$ cat src/rtl/smb_regslave.sv
module smb_regslave #(
  parameter logic [6:0]  ADDR_LO  = 7'h2C,
  parameter logic [6:0]  ADDR_HI  = 7'h2D,
  parameter int          NREG     = 7,
  parameter logic [NREG-1:0] RW_MAP = 7'b0001111,
  parameter logic [8*NREG-1:0] BIT_MASK = 56'hFF_FF_0F_FF_FF_07_FF,
  localparam int         IW       = $clog2(NREG)
) (
  input  logic          clk,
  input  logic          rst_n,
  input  logic          scl_i,
  input  logic          sda_i,
  input  logic          addr_sel,
  output logic          sda_oe,
  output logic          wr_en,
  output logic [IW-1:0] wr_idx,
  output logic [7:0]    wr_data,
  output logic [IW-1:0] rd_idx,
  input  logic [7:0]    rd_data
);

  typedef enum logic [2:0] {S_IDLE, S_RX, S_ACK, S_TX, S_HOLD} st_t;
  typedef enum logic [1:0] {P_ADR, P_CMD, P_DAT, P_END} ph_t;

  logic [2:0] scl_p, sda_p;
  logic       scl_s, scl_d, sda_s, sda_d;
  logic       start, stop, scl_rise, scl_fall;

  st_t        state;
  ph_t        phase;
  logic [7:0] sh, cmd, dat, txb;
  logic [2:0] cnt;
  logic       got8, have_cmd, pend, to_tx;
  logic [6:0] my_addr;

  function automatic logic [7:0] mask_of(input logic [IW-1:0] i);
    return BIT_MASK[8*i +: 8];
  endfunction

  always_ff @(posedge clk or negedge rst_n)
    if (!rst_n) begin
      scl_p <= '1;
      sda_p <= '1;
    end else begin
      scl_p <= {scl_p[1:0], scl_i};
      sda_p <= {sda_p[1:0], sda_i};
    end

  assign scl_s    = scl_p[1];
  assign scl_d    = scl_p[2];
  assign sda_s    = sda_p[1];
  assign sda_d    = sda_p[2];
  assign start    = scl_s && scl_d && sda_d && !sda_s;
  assign stop     = scl_s && scl_d && !sda_d && sda_s;
  assign scl_rise = scl_s && !scl_d;
  assign scl_fall = !scl_s && scl_d;
  assign my_addr  = addr_sel ? ADDR_HI : ADDR_LO;
  assign rd_idx   = cmd[IW-1:0];

  always_ff @(posedge clk or negedge rst_n)
    if (!rst_n) begin
      state    <= S_IDLE;
      phase    <= P_ADR;
      sh       <= '0;
      cmd      <= '0;
      dat      <= '0;
      txb      <= '0;
      cnt      <= '0;
      got8     <= 1'b0;
      have_cmd <= 1'b0;
      pend     <= 1'b0;
      to_tx    <= 1'b0;
      sda_oe   <= 1'b0;
      wr_en    <= 1'b0;
      wr_idx   <= '0;
      wr_data  <= '0;
    end else begin
      wr_en <= 1'b0;
      if (start) begin
        have_cmd <= have_cmd && phase == P_DAT && state == S_RX;
        state    <= S_RX;
        phase    <= P_ADR;
        cnt      <= '0;
        got8     <= 1'b0;
        pend     <= 1'b0;
        to_tx    <= 1'b0;
        sda_oe   <= 1'b0;
      end else if (stop) begin
        if (pend && RW_MAP[cmd[IW-1:0]]) begin
          wr_en   <= 1'b1;
          wr_idx  <= cmd[IW-1:0];
          wr_data <= dat;
        end
        state    <= S_IDLE;
        phase    <= P_ADR;
        pend     <= 1'b0;
        have_cmd <= 1'b0;
        to_tx    <= 1'b0;
        sda_oe   <= 1'b0;
      end else begin
        case (state)
          S_RX:
            if (scl_rise && !got8) begin
              sh  <= {sh[6:0], sda_s};
              cnt <= cnt + 3'd1;
              if (cnt == 3'd7) got8 <= 1'b1;
            end else if (scl_fall && got8) begin
              got8 <= 1'b0;
              cnt  <= '0;
              state <= S_HOLD;
              case (phase)
                P_ADR:
                  if (sh[7:1] == my_addr && (!sh[0] || have_cmd)) begin
                    sda_oe <= 1'b1;
                    state  <= S_ACK;
                    to_tx  <= sh[0];
                    if (sh[0]) begin
                      txb   <= rd_data & mask_of(cmd[IW-1:0]);
                      phase <= P_END;
                    end else begin
                      phase <= P_CMD;
                    end
                  end
                P_CMD:
                  if (sh < 8'(NREG)) begin
                    sda_oe   <= 1'b1;
                    state    <= S_ACK;
                    cmd      <= sh;
                    have_cmd <= 1'b1;
                    phase    <= P_DAT;
                  end
                P_DAT: begin
                  sda_oe <= 1'b1;
                  state  <= S_ACK;
                  dat    <= sh & mask_of(cmd[IW-1:0]);
                  pend   <= 1'b1;
                  phase  <= P_END;
                end
                default: ;
              endcase
            end
          S_ACK:
            if (scl_fall) begin
              if (to_tx) begin
                state  <= S_TX;
                sda_oe <= ~txb[7];
                cnt    <= '0;
              end else begin
                sda_oe <= 1'b0;
                state  <= (phase == P_END) ? S_HOLD : S_RX;
              end
            end
          S_TX:
            if (scl_fall) begin
              if (cnt == 3'd7) begin
                sda_oe <= 1'b0;
                state  <= S_HOLD;
              end else begin
                cnt    <= cnt + 3'd1;
                txb    <= {txb[6:0], 1'b0};
                sda_oe <= ~txb[6];
              end
            end
          default: ;
        endcase
      end
    end

endmodule

$ cat config.mk
export PLATFORM = sky130hd
export DESIGN_NAME = smb_regslave
export DESIGN_NICKNAME = d
export VERILOG_FILES = /design/src/rtl/smb_regslave.sv
export SDC_FILE = /design/constraint.sdc
export NUM_CORES = 1
export LEC_CHECK = 0
export ABC_AREA = 1
export CORE_ASPECT_RATIO = 0.6
export CORE_MARGIN = 4
export CORE_UTILIZATION = 24
export CTS_CLUSTER_DIAMETER = 80
export DETAILED_ROUTE_END_ITERATION = 12
export GPL_TIMING_DRIVEN = 0
export PLACE_DENSITY = 0.43
export SLEW_MARGIN = 20
export SYNTH_ARGS = -nofsm -noshare
export SYNTH_HDL_FRONTEND = slang
export SYNTH_SLANG_ARGS = --single-unit
$ cat constraint.sdc
create_clock -name clk -period 2.22 [get_ports clk]
set_clock_uncertainty 0.1 [all_clocks]
set_input_delay 0.666 -clock clk [delete_from_list [all_inputs] [get_ports clk]]
set_output_delay 0.666 -clock clk [all_outputs]
set_load 0.005 [all_outputs]
==> results of run 1 <==
[registers in the layout, indices dropped and copies added, names as in the netlist, 3 cells and up]
register and count:
dat 8, sh 8, txb 8, wr_data 8, cmd 3, cnt 3
scl_p 3, sda_p 3, state 3, wr_idx 3
[metal layers]
layer | track usage (%) | up-vias | share of wire [%]
li1 | - | 1230 | -
met1 | 18.8 | 1084 | 57
met2 | 13.4 | 47 | 34
met3 | 3.62 | 4 | 7.6
met4 | 2.97 | 0 | 0.79
met5 | 0 | - | 0
[through the flow]
stage | util, % | total power (W) | std cells | hold WS, ps
final | 32.1 | 0.00380 | 560 | 84.8
after global routing | 32.1 | 0.00409 | 560 | 91.4
after CTS | 32.1 | 0.00384 | 560 | 84.6
after detailed placement | 29.4 | 0.00241 | 544 | 249
after global placement | 29.2 | 0.00240 | 543 | 248
after floorplan | - | 0.00209 | 355 | 245
[final cells by class]
class                   instances  area [um^2]  share of cell area, %
clock buffers                  11          253                   6.83
plain buffers                   4         26.3                  0.710
inverters                      49          185                   5.00
repair buffers                 29          305                   8.25
clock inverters                 5         52.6                   1.42
multi-input cells             244         1220                   33.0
well taps                     160          200                   5.41
flip-flops and latches         58         1460                   39.4
[worst min path at each step]
stage / slack [ps] / end / start
floorplan: 250 / scl_p[1] / scl_p[0]
global placement: 250 / sda_p[1] / sda_p[0]
detailed placement: 250 / sda_p[1] / sda_p[0]
CTS: 80 / txb[5] / rst_n
global route: 90 / txb[5] / rst_n
finish: 80 / txb[5] / rst_n
[what timing repair did]
item	in CTS	in global routing
hold buffers	0	0
buffers inserted	0	0
gates resized for setup	0	2
endpoints found under the setup margin	0	6
[logic make-up after synthesis]
family                     after synthesis
AOI/OAI and AO/OA                       58
adders and majority gates               10
buffers and inverters                   53
DFF                                     58
and+or+nand+nor                        176
[power breakdown]
part	internal, W	switching (W)	total (W)	leakage, nW
Clock	0.000922	0.000474	0.00140	0.151
Combinational	0.000357	0.000644	0.00100	0.840
Sequential	0.00124	0.000167	0.00141	0.763
Total	0.00252	0.00128	0.00380	1.75
[cell usage in the layout (no fill, tap or decap), types with 2 or more instances in the layout]
cell             synthesis  layout
buf_4                    1       2
nor3_1                   5       5
nor3b_1                  2       2
nand2_2                  5       4
inv_2                    5       5
clkdlybuf4s50_1          0      27
a21oi_1                  3       3
dfrtp_1                 52      52
nor3_4                   2       2
a22oi_1                  2       2
o21ai_2                  1       2
clkbuf_16                0       9
nand2_1                104     104
dfstp_2                  6       6
nor2_1                  25      25
nand3_1                 25      25
o21ai_1                 25      24
clkinv_2                 1       4
o21ai_0                 21      21
ha_1                    10      10
inv_1                   42      42
clkbuf_1                 2       2
clkbuf_8                 0       2
nand4_1                  4       4
[cells in the mapped netlist, types with 5 or more instances]
| cell type | n | area share, % |
|---|---|---|
| nand2_1 | 104 | 14 |
| nor3_1 | 5 | 0.87 |
| nand2_2 | 5 | 1.1 |
| ha_1 | 10 | 4.3 |
| dfrtp_1 | 52 | 45 |
| dfstp_2 | 6 | 5.5 |
| nand3_1 | 25 | 4.3 |
| o21ai_1 | 25 | 4.3 |
| nor2_1 | 25 | 3.3 |
| o21ai_0 | 21 | 3.6 |
| inv_1 | 42 | 5.5 |
| inv_2 | 5 | 0.65 |
==> results.ini, run 1 <==
[status]
status=finished clean

[logic_synthesis]
synth_fa_ha_area_share_pct=4.34
synth_ff_type=dfrtp_1
ys_async_sr_fraction_pct=100
yosysSeqAreaShare_pct=50.6
synth_nets=378
synth_top_family_by_area=simple AND/OR/NAND/NOR gates
syn_area_mm2=0.00288
synth_cell_types=33
yosys_warnings=0
synth_compound_area_share_pct=11.0
synth.avg_cell_area_um2=8.12
synth_edf_count=0
synth_cells=355
synth_mux_area_share_pct=0
synth.ff_latch_count=58
synth-xor-area-share_pct=0
synth_simple_gate_area_share_pct=26.7

[placement]
placed_area_mm2=0.00339
port_buffers=28
pre_cts_slack_ps=-257
gp_congestion=0.857
hpwlAfterDp_um=5560

[pwr]
p_leak_nw=1.75
power_density_mw_per_mm2=1030
worst_ir_drop_vdd_mv=0.382

[floorplan]
pin_count=29
start_util_pct=25.0
die_x_um=149
dieHeight_um=92.9
rows=30
core_mm2=0.0115
dieArea_mm2=0.0139

[timing]
fin_crit_ps=2130
rsz0062_at_grt=false
clock.fmax_ghz=0.469
slew_viol_final=0
hold_viol_final=0
min_period_over_period_pct=96.0
relSlewSlack_pct=65.8
tightestPinTransition_ps=510
worst_slack_ps=88.2
finalSetupViolCount=0
tns_ps=0

[global_routing]
grt_start_max_net_pins=48
grt_use_total_pct=11.4
grt_pass1_wl_um=12400
antenna_found_initial=0
grt_pass1_vias=2333
gr-total-overflow=0

[setup_path]
crit_family=buffers and inverters
max_stage_delay_ps=560
worstReg2RegStart=sda_p[1]
slowest_stage=clkdlybuf4s50_1
cp_max_fo=6
r2r_slack_ps=290
cp-endpoint=rd_idx[2]
required_ps=1450
r2r_end=txb[7]
critPathArrivalTime_ps=1370
path_class=flip-flop to primary output
critPathBufInv=1
cp.depth=1
reg2regPathDepth=11
crit_start=cmd[2]
critical_path.cell_chain=clkdlybuf4s50_1
critPathLaunchType=flip-flop
end_kind=primary output

[clock_network]
clockRootBuffer=clkbuf_16
cts.reportedPaths.clkPinSlew_ps=50
cts_max_path_buffers=2
numClockSinks=58
cts_made_buffers=9
h-tree-depth=3
worstSkewPairLatency_ps=320
cts_tree=done

[layout]
syn_to_final_growth_pct=28.4
fin_nets=418
fillCellCount=1233
diodes=0
final_area_mm2=0.00370
layout-drive-gt1-share_pct=11.3

[route]
drt_iter0_markers=138
drt-total-wl_um=7310
ant_nets=0
viasPerCell=4.22
routedWlPerCell_um=13.1
num_vias=2365
dr.pass1.iters=4
drc=0

[job]
maxCapViolations=0

[worst_hold_path]
hold_path_class=input port to asynchronous set/reset pin

Power figures use the tool's default switching activity.
==> run 2, diff against run 1 <==
CELL_PAD_IN_SITES_DETAIL_PLACEMENT = 2   (was default)
CELL_PAD_IN_SITES_GLOBAL_PLACEMENT = 2   (was default)
CTS_BUF_LIST = sky130_fd_sc_hd__clkbuf_4   (was default)
PLACE_DENSITY = 0.62   (was 0.43)
==> run 2 against run 1 <==
Effect of this change:
- non-clock buffer count increased by 2
- first-iteration DRC count decreased by 36%
- count of clock-buffer cells in the layout decreased by 2
- global-route usage increased by 2.5 points
- cell area decreased by 3.6%
- critical path depth unchanged
- maximum frequency increased by 0.33%
- wire length increased by 21%
- combinational power increased by 7%
- power decreased by 12%
- largest power group unchanged
- highest routed layer unchanged
==> results.ini, run 2 (synthesis gave the netlist of run 1 again) <==
[status]
status=finished clean

[clock_network]
clockRootBuffer=clkbuf_4
numClockSinks=58  ; unchanged
cts_made_buffers=9  ; unchanged
cts_tree=done
worstSkewPairLatency_ps=430  ; +110 ps
cts.reportedPaths.clkPinSlew_ps=100  ; +50 ps
h-tree-depth=3  ; unchanged
cts_max_path_buffers=2  ; unchanged

[pwr]
seqPwrFrac_pct=42.5  ; +5.5 points
power_w=0.00333  ; -12%
power.switching_w=0.00129  ; +0.73%
power.internal_w=0.00204  ; -19%
pwr-share-comb_pct=32.0  ; +5.7 points
p_leak_nw=1.69  ; -3.8%
pwr-share-clk_pct=25.5  ; -11 points
worst_ir_drop_vdd_mv=0.398  ; +4.3%
p_sw_share_pct=38.8  ; +5.1 points
power_density_mw_per_mm2=933  ; -9.2%

[worst_hold_path]
worstHoldStart=scl_p[0]
hold_depth=0
hold_path_class=flip-flop to flip-flop

[timing]
min_period_over_period_pct=95.7  ; -0.32 points
clock.fmax_ghz=0.471  ; +0.33%
hold_viol_final=0  ; unchanged
rsz0062_at_grt=false
relSlewSlack_pct=65.7  ; about the same
tightestPinTransition_ps=511  ; +0.432 ps
finalSetupViolCount=0  ; unchanged
fin_crit_ps=2120  ; -7.04 ps
slew_viol_final=0  ; unchanged
tns_ps=0  ; unchanged
worst_slack_ps=95.3  ; +7.04 ps

[route]
ant_nets=0  ; unchanged
viasPerCell=4.54  ; +7.4%
drt_iter0_markers=88  ; -36%
drc=0  ; unchanged
drt-total-wl_um=8840  ; +21%
dr.pass1.iters=4  ; unchanged
num_vias=2540  ; +7.4%
routedWlPerCell_um=15.8  ; +21%

[setup_path]
critPathArrivalTime_ps=1360  ; about the same
critical_path.cell_chain=clkdlybuf4s50_1
crit_family=buffers and inverters
cp_max_fo=5  ; -1
cp-endpoint=rd_idx[0]
crit_start=cmd[0]
worstReg2RegStart=sda_p[1]
required_ps=1450  ; about the same
path_class=flip-flop to primary output
cp.depth=1  ; unchanged
critPathLaunchType=flip-flop
r2r_end=txb[7]
max_stage_delay_ps=520  ; -40 ps
reg2regPathDepth=11  ; unchanged
end_kind=primary output
slowest_stage=clkdlybuf4s50_1
critPathBufInv=1  ; unchanged
r2r_slack_ps=230  ; -60 ps

[global_routing]
gr-total-overflow=0  ; unchanged
grt_pass1_wl_um=14900  ; +20%
antenna_found_initial=0  ; unchanged
grt_pass1_vias=2750  ; +18%
grt_use_total_pct=13.9  ; +2.5 points
grt_start_max_net_pins=41  ; -15%

[job]
maxCapViolations=0  ; unchanged

[placement]
pre_cts_slack_ps=-354  ; -97.9 ps
hpwlAfterDp_um=7000  ; +26%
gp_congestion=0.765  ; -11%
placed_area_mm2=0.00339  ; unchanged
port_buffers=28  ; unchanged

[floorplan]
die_x_um=149  ; unchanged
dieArea_mm2=0.0139  ; unchanged
start_util_pct=25.0  ; unchanged
rows=30  ; unchanged
pin_count=29  ; unchanged
dieHeight_um=92.9  ; unchanged
core_mm2=0.0115  ; unchanged

[layout]
final_area_mm2=0.00357  ; -3.6%
fin_nets=420  ; +0.48%
diodes=0  ; unchanged
mostFrequentLayoutCells=nand2_1, dfrtp_1, inv_1, clkdlybuf4s50_1, nand3_1
syn_to_final_growth_pct=23.8
postLayoutCoreUtil_pct=31.0  ; -1.2 points
layout-drive-gt1-share_pct=11.8  ; +0.50 points
mostFrequentLayoutCell=nand2_1

-- run 2: cell types whose count changed in the layout (fill, tap and decap cells not counted), moves of 2 or more --
cell	delta
dfrtp_1	-2
dfrtp_2	+2
clkbuf_8	-2
clkbuf_16	-9
buf_4	+2
clkinv_2	-3
clkinv_1	+3
clkbuf_4	+9
-- run 2: layout make-up --
type / instances / area (um^2)
repair buffers: 32 / 330
multi-input cells: 244 / 1230
inverters: 49 / 185
flip-flops and latches: 58 / 1460
well taps: 160 / 200
clock buffers: 9 / 67.6
fillers: 1350 / 7950
clock inverters: 5 / 71.3
plain buffers: 3 / 22.5
-- run 2: worst min-delay path by stage --
stage | to | slack (ps)
detailed placement | sda_p[1] | 250
global placement | sda_p[1] | 250
floorplan | scl_p[1] | 250
global route | scl_p[1] | 270
finish | scl_p[1] | 260
CTS | wr_data[7] | 4
-- run 2: per-layer routing --
| metal | part of all wire [%] | track usage (%) |
|---|---|---|
| met1 | 56 | 21.3 |
| met2 | 38 | 18.8 |
| met3 | 4.2 | 3.77 |
| met4 | 1.2 | 3.88 |
| met5 | 0 | 0 |
-- run 2: per-stage QoR --
step,hold WS [ps],instances
floorplan,245,355
global placement,246,543
detailed placement,249,544
CTS,3.74,558
global route,270,560
finish,260,560
-- run 2: power by group through the flow --
stage	Combinational (W)	Sequential (W)	Clock [W]
2_1_floorplan	0.000714	0.00138	0
3_3_place_gp	0.00101	0.00142	0
3_5_place_dp	0.00106	0.00144	0
4_1_cts	0.00107	0.00142	0.000880
5_1_grt	0.00124	0.00145	0.000934
6_report	0.00107	0.00142	0.000849
-- run 2: timing repair --
| item | CTS | global route |
|---|---|---|
| gates resized for setup | 1 | 6 |
| pin swaps | 0 | 0 |
| setup endpoints to repair | 1 | 12 |
| hold buffers | 0 | 1 |
| endpoints found under the hold margin | 0 | 5 |
| setup buffers | 0 | 2 |
